==> src/rtl/sel_clk_div.sv <==
module sel_clk_div #(
  parameter int PRE_DIV = 8,
  parameter int MID_A   = 6,
  parameter int MID_B   = 7
) (
  input  logic clk_in,
  input  logic rst_n,
  input  logic sel,
  output logic clk_out,
  output logic tc
);
  localparam int PW = $clog2(PRE_DIV);
  localparam int AW = $clog2(MID_A);
  localparam int BW = $clog2(MID_B);
  localparam int HW = $clog2(PRE_DIV * MID_B * 2);

  logic [PW-1:0] pre;
  logic [AW-1:0] cnt_a;
  logic [BW-1:0] cnt_b;
  logic sel_q, run, clk_q, tc_q;

  wire pre_end = pre == PW'(PRE_DIV - 1);
  wire a_end   = pre_end && (cnt_a == AW'(MID_A - 1));
  wire b_end   = pre_end && (cnt_b == BW'(MID_B - 1));
  wire mid_end = sel_q ? b_end : a_end;
  wire rise    = mid_end && !clk_q;

  always_ff @(posedge clk_in or negedge rst_n) begin
    if (!rst_n) begin
      pre   <= '0;
      cnt_a <= '0;
      cnt_b <= '0;
      sel_q <= 1'b0;
      run   <= 1'b0;
      clk_q <= 1'b0;
      tc_q  <= 1'b0;
    end else begin
      pre <= pre_end ? '0 : pre + 1'b1;
      if (mid_end) begin
        cnt_a <= '0;
        cnt_b <= '0;
      end else if (pre_end) begin
        cnt_a <= a_end ? '0 : cnt_a + 1'b1;
        cnt_b <= b_end ? '0 : cnt_b + 1'b1;
      end
      if (!run || rise) sel_q <= sel;
      if (rise) run <= 1'b1;
      clk_q <= clk_q ^ mid_end;
      tc_q  <= rise;
    end
  end

  assign clk_out = clk_q;
  assign tc      = tc_q;

  logic clk_d;
  logic [HW-1:0] hcnt;
  always_ff @(posedge clk_in or negedge rst_n) begin
    if (!rst_n) begin
      clk_d <= 1'b0;
      hcnt  <= '0;
    end else begin
      clk_d <= clk_q;
      hcnt  <= (clk_q != clk_d) ? HW'(1) : hcnt + 1'b1;
    end
  end

  assert_half_len_R3: assert property (@(posedge clk_in) disable iff (!rst_n)
    (clk_q != clk_d) |-> (int'(hcnt) == ($past(sel_q) ? PRE_DIV * MID_B : PRE_DIV * MID_A)));

  assert_sel_hold_R4: assert property (@(posedge clk_in) disable iff (!rst_n)
    ($past(run) && !tc_q) |-> $stable(sel_q));

  assert_tc_rise_R6: assert property (@(posedge clk_in) disable iff (!rst_n)
    tc_q == $rose(clk_q));

  assert_reset_low_R5: assert property (@(posedge clk_in)
    !rst_n |-> (!clk_q && !tc_q));

  assert_edge_on_prescale_R1: assert property (@(posedge clk_in) disable iff (!rst_n)
    !$stable(clk_q) |-> ($past(pre) == PW'(PRE_DIV - 1)));
endmodule

==> config.mk <==
export PLATFORM = sky130hd
export DESIGN_NAME = sel_clk_div
export DESIGN_NICKNAME = d
export VERILOG_FILES = /design/src/rtl/sel_clk_div.sv
export SDC_FILE = /design/constraint.sdc
export NUM_CORES = 1
export LEC_CHECK = 0
export BUFFER_PORTS_ARGS = -buffer_cell sky130_fd_sc_hd__buf_4
export CORE_AREA = 2 2 39 41
export DETAILED_ROUTE_END_ITERATION = 8
export DIE_AREA = 0 0 41 43
export GPL_TIMING_DRIVEN = 0
export PLACE_DENSITY_LB_ADDON = 0.1
export SLEW_MARGIN = 20
export SYNTH_ARGS = -nofsm -noshare
export SYNTH_HDL_FRONTEND = slang
export SYNTH_SLANG_ARGS = --single-unit
==> constraint.sdc <==
create_clock -name clk_in -period 4.6 [get_ports clk_in]
set_input_delay 0.92 -clock clk_in [delete_from_list [all_inputs] [get_ports clk_in]]
set_output_delay 0.92 -clock clk_in [all_outputs]
set_load 0.05 [all_outputs]
## After elaboration in Yosys (flattened, before gate mapping)

Cells that the tools add are included.
W data, S select, Z words.

- Flip-flop bits (word level): 13
- Input bits: 3
- Output and inout port bits: 2
- Logic and storage cells: 29

- $add $sub $neg: 3
- Eq/ne operators: 3
- Muxes and demuxes: 8
- Bitwise gates (word level): 1
- Reduce and logical (&&, ||, !) cells: 7

Operator list:

| operator | count |
|---|---|
| $mux W3 | 7 |
| $add A3 B1 Y3 const B | 3 |
| $eq A3 B3 Y1 const B | 3 |
| $logic_and A1 B1 Y1 | 3 |
| $logic_not A1 Y1 | 2 |
| $reduce_bool A2 Y1 | 1 |
| $logic_or A1 B1 Y1 | 1 |
| $mux W1 | 1 |
| $xor A1 B1 Y1 | 1 |

## Longest topological paths before layout

- Word-level depth: 5
- Gate-level depth with buffers: 7
- Depth with buffers taken out: 7

## Least setup slack after synthesis

Ideal clock, no wire load.

- Kind: reg2reg
- Start: reg pre[0]
- End: reg sel_q
- Setup time: 0.125 ns
- Data arrival time: 1.484 ns
- Data required time: 4.475 ns
- Path slack: 2.991 ns
- Stages on the path, launching flop included: 7
- Buffers on the path: 0
- Clock period less this slack: 1.609 ns
- Path through: dfrtp_1 > ha_1 > ha_1 > a21boi_1 > ha_1 > nand2b_1 > mux2_2

- Longest elaborated chain between the ends: 5
- Elaborated cells between the ends (all ways): 6
- Classes of those cells: 1 x eq/ne; 1 x mux; 4 x reduce/logical

RTL lines:

| what | line | source |
|---|---|---|
| from (decl) | 17 | `logic [PW-1:0] pre;` |
| from (signal assigned) | 38 | `pre <= pre_end ? '0 : pre + 1'b1;` |
| $eq A3 B3 Y1 (*) | 22 | `wire pre_end = pre == PW'(PRE_DIV - 1);` |
| $logic_and A1 B1 Y1, on equally long branches | 23, 24 |  |
| $mux W1 (*) | 25 | `wire mid_end = sel_q ? b_end : a_end;` |
| $logic_and A1 B1 Y1 (*) | 26 | `wire rise = mid_end && !clk_q;` |
| net rise | 26 |  |
| $logic_or A1 B1 Y1 (*) | 46 | `if (!run \|\| rise) sel_q <= sel;` |
| to (signal assigned) | 46 |  |
| to (decl) | 20 | `logic sel_q, run, clk_q, tc_q;` |

The timed path passes the listed nets; every way through them passes the cells marked *.
A chain may end at the register's enable or synchronous reset.

## Worst setup path after layout

- Start: reg cnt_b[0]
- End: reg sel_q

- Longest elaborated chain between the ends: 5

RTL lines:

| what | line | source |
|---|---|---|
| from (decl) | 19 | `logic [BW-1:0] cnt_b;` |
| from (signal assigned) | 44 | `cnt_b <= b_end ? '0 : cnt_b + 1'b1;` |
| $eq A3 B3 Y1 | 24 | `wire b_end = pre_end && (cnt_b == BW'(MID_B - 1));` |
| $logic_and A1 B1 Y1 | 24 |  |
| $mux W1 | 25 |  |
| $logic_and A1 B1 Y1 | 26 |  |
| net rise | 26 |  |
| $logic_or A1 B1 Y1 | 46 |  |

The timed path passes the listed nets, and every way through them passes these cells.

==> summary.md <==
| Metric | Value |
|---|---|
| Initial Util | `44.8%` |
| Synth top area share | `between 50% and 60%` |
| HP Class | `flip-flop to flip-flop` |
| Initial antenna violation count | `0` |
| Gr busiest metal | `met2` |
| Setup Skew | `0.00323 ns` |
| Startpoint Class | `flip-flop` |
| Switching Fraction | `23.0%` |
| Share of layout cells above drive strength 1 | `a little under a fifth` |
| Post-synthesis cell area | `619 um2` |
| Met2 usage | `21.6%` |
| # resized after CTS | `0` |
| CTS tree | `done` |
| Non-Filler Instances | `80` |
| Fin Hold WS | `between 0.4 and 0.5 ns` |
| Sequential-to-total area share from yosys stat | `52.5%` |
| Met1 usage | `a little under a fifth` |
| Clk network pwr share | `35.3%` |
| Io pins | `5` |
| Die area | `~0.0018 mm2` |
| Clock sinks | `13` |
| Synth area leaders | `dfrtp_1 53%, ha_1 14%, inv_1 4.2%` |
| Worst-skew pair later-pin latency | `~0.27 ns` |
| Placed cell count | `76` |
| Max Cap Viol | `0` |
| Logic pwr share | `under 10%` |
| Rows | `14` |
| Worst-path maximum fanout | `5` |
| Via count | `407` |
| CP Capture Type | `flip-flop` |
| Die height | `43 um` |
| Global route overflow | `0` |
| NetSw | `around 46 uW` |
| Met3 Resource Use GR | `4.71%` |
| Iter 0 DRT Violations | `0` |
| Max Root-Sink Buffers | `2` |
| Kind of critical path | `flip-flop to flip-flop` |
| DRC viols | `0` |
| Status | `completed` |
| Routed WL | `1.04 mm` |
| Cell taking the most area after synthesis | `dfrtp_1` |
| Syn_nets | `66` |
| Seq cells post-synth | `13` |
| Largest net degree at the start of global routing | `14` |
| Unique masters post-synth | `18` |
| Antenna-violating nets left | `0` |
| Peak VDD IR | `0.000136 V` |
| TritonCTS Buffers | `3` |
| Post-Syn Area per Cell | `roughly 11 um2` |
| RSZ-0062 raised after global routing | `false` |
| Fmax | `0.551 GHz` |
| Layout area overhead | `12.3%` |
| Crit path required time | `around 4.8 ns` |
| WL per Instance | `13.0 um` |
| Total GRT Usage | `between 10% and 20%` |
| Width of the die | `between 40 and 50 um` |
| Seq pwr share | `59.0%` |
| First-pass GRT wire length | `1.68 mm` |
| Total Power | `between 200 and 250 uW` |
| Final Hold Violating Endpoints | `0` |
| Root buffer cell | `clkbuf_4` |
| Number of diodes | `0` |
| Synth Warn # | `0` |
| Minimum clock period | `1.81 ns` |
| Setup tns final | `0 ns` |
| Placer congestion estimate | `~0.66` |
| Cell Int Power | `around 160 uW` |
| Final worst-path cycle share | `39.4%` |
| Post-CTS repair timing setup buffer count | `0` |
| H-tree Lvls | `1` |
| Cell count after synthesis | `56` |
| Final net count | `75` |
| Hpwl dp | `around 760 um` |
| WP data arrival | `1.97 ns` |
| Hold Buf Count CTS | `0` |
| CORE AREA | `0.00138 mm2` |
| I/O Buffers | `4` |
| Slew Limit Fails | `0` |
| Pleak | `0.000376 uW` |
| Rel. slew slack | `86.4%` |
| Clk pin slew, worst setup/hold paths | `~0.08 ns` |
| Vias per cell | `approximately 5` |
| DRT Pass-1 Iters | `1` |
| Setup-failing EPs final | `0` |
| Cell area power density | `289 mW/mm2` |
| Worst Max-Slew Pin Slew | `approximately 0.20 ns` |
| Vias in the first global route | `between 300 and 400` |
critical path, cell delays in order, from the launching register on:
cell and delay [ns]:
dfrtp_1 0.41, inv_1 0.08, ha_1 0.24, nand3_1 0.14
a21boi_1 0.18, ha_1 0.21, nand2b_1 0.12, mux2_2 0.33
through the flow:
step	utilization [%]	instance area, um2	setup WS (ns)
6_report	50.3	696	2.79
5_1_grt	50.3	696	2.69
4_1_cts	50.3	696	2.78
3_5_place_dp	48.4	669	2.79
3_3_place_gp	48.4	669	2.82
2_1_floorplan	-	619	2.99
per-layer routing:
layer,vias to the layer above,wire length (um)
met2,3,511
met5,-,0
met1,195,483
li1,207,-
met4,0,14
met3,2,27
layout make-up:
class                   count  area [um2]
fillers                   125         688
flip-flops and latches     13         325
multi-input cells          35         260
repair buffers              4        30.0
clock buffers               4        26.3
inverters                   7        26.3
well taps                  16        20.0
plain buffers               1        7.51
logic make-up (layout without fill, tap and decap cells):
logic type / after synthesis / count (layout) / share of synthesized area (%)
and+or+nand+nor: 14 / 14 / 13.7
AOI/OAI and AO/OA: 13 / 13 / 12.3
DFF: 13 / 13 / 52.5
buffers and inverters: 8 / 16 / 5.46
adders and majority gates: 7 / 7 / 14.1
muxes: 1 / 1 / 1.82
power groups by stage:
stage	sequential (uW)	combinational (uW)	clock, uW
after floorplan	122	5.19	0
after global placement	121	11.8	0
after detailed placement	121	11.9	0
after CTS	119	12.0	75.8
after global routing	119	13.1	79.4
final	119	11.6	71.0
registers in the layout, indices dropped and copies added, names as in the netlist:
signal and cells:
cnt_a 3, pre 3, run 1, tc 1, sel_q 1, cnt_b 3, clk_out 1
layout by cell type (no fill, tap or decap):
cell / count
dfrtp_1: 13
inv_1: 7
ha_1: 7
buf_4: 5
nand3_1: 5
a21oi_1: 5
o21ai_0: 4
nor2_1: 3
clkbuf_4: 3
nand4_1: 2
nand3b_4: 1
a21boi_1: 1
o211ai_1: 1
nand2_1: 1
a21boi_2: 1
o21ai_1: 1
nand2b_1: 1
mux2_2: 1
or2_2: 1
clkbuf_1: 1
worst paths after layout:
path	startpoint	end	slack, ns	depth (start not counted)
worst min register to register	pre[0]	pre[0]	0.43	1
worst min-delay path	pre[0]	pre[0]	0.43	1
worst max-delay path	cnt_b[0]	sel_q	2.79	7
worst max register to register	cnt_b[0]	sel_q	2.79	7
max in group asynchronous	rst_n	clk_out	3.96	1
min in group asynchronous	rst_n	cnt_a[2]	0.47	1
synth_stat cells:
cell type,n
a21oi_1,5
a21boi_2,1
a21boi_1,1
nand2b_1,1
buf_4,1
or2_2,1
nand4_1,2
o21ai_1,1
nand2_1,1
dfrtp_1,13
mux2_2,1
o211ai_1,1
ha_1,7
o21ai_0,4
inv_1,7
nand3_1,5
nand3b_4,1
nor2_1,3
Note: power is estimated with default switching activity, not from simulation.
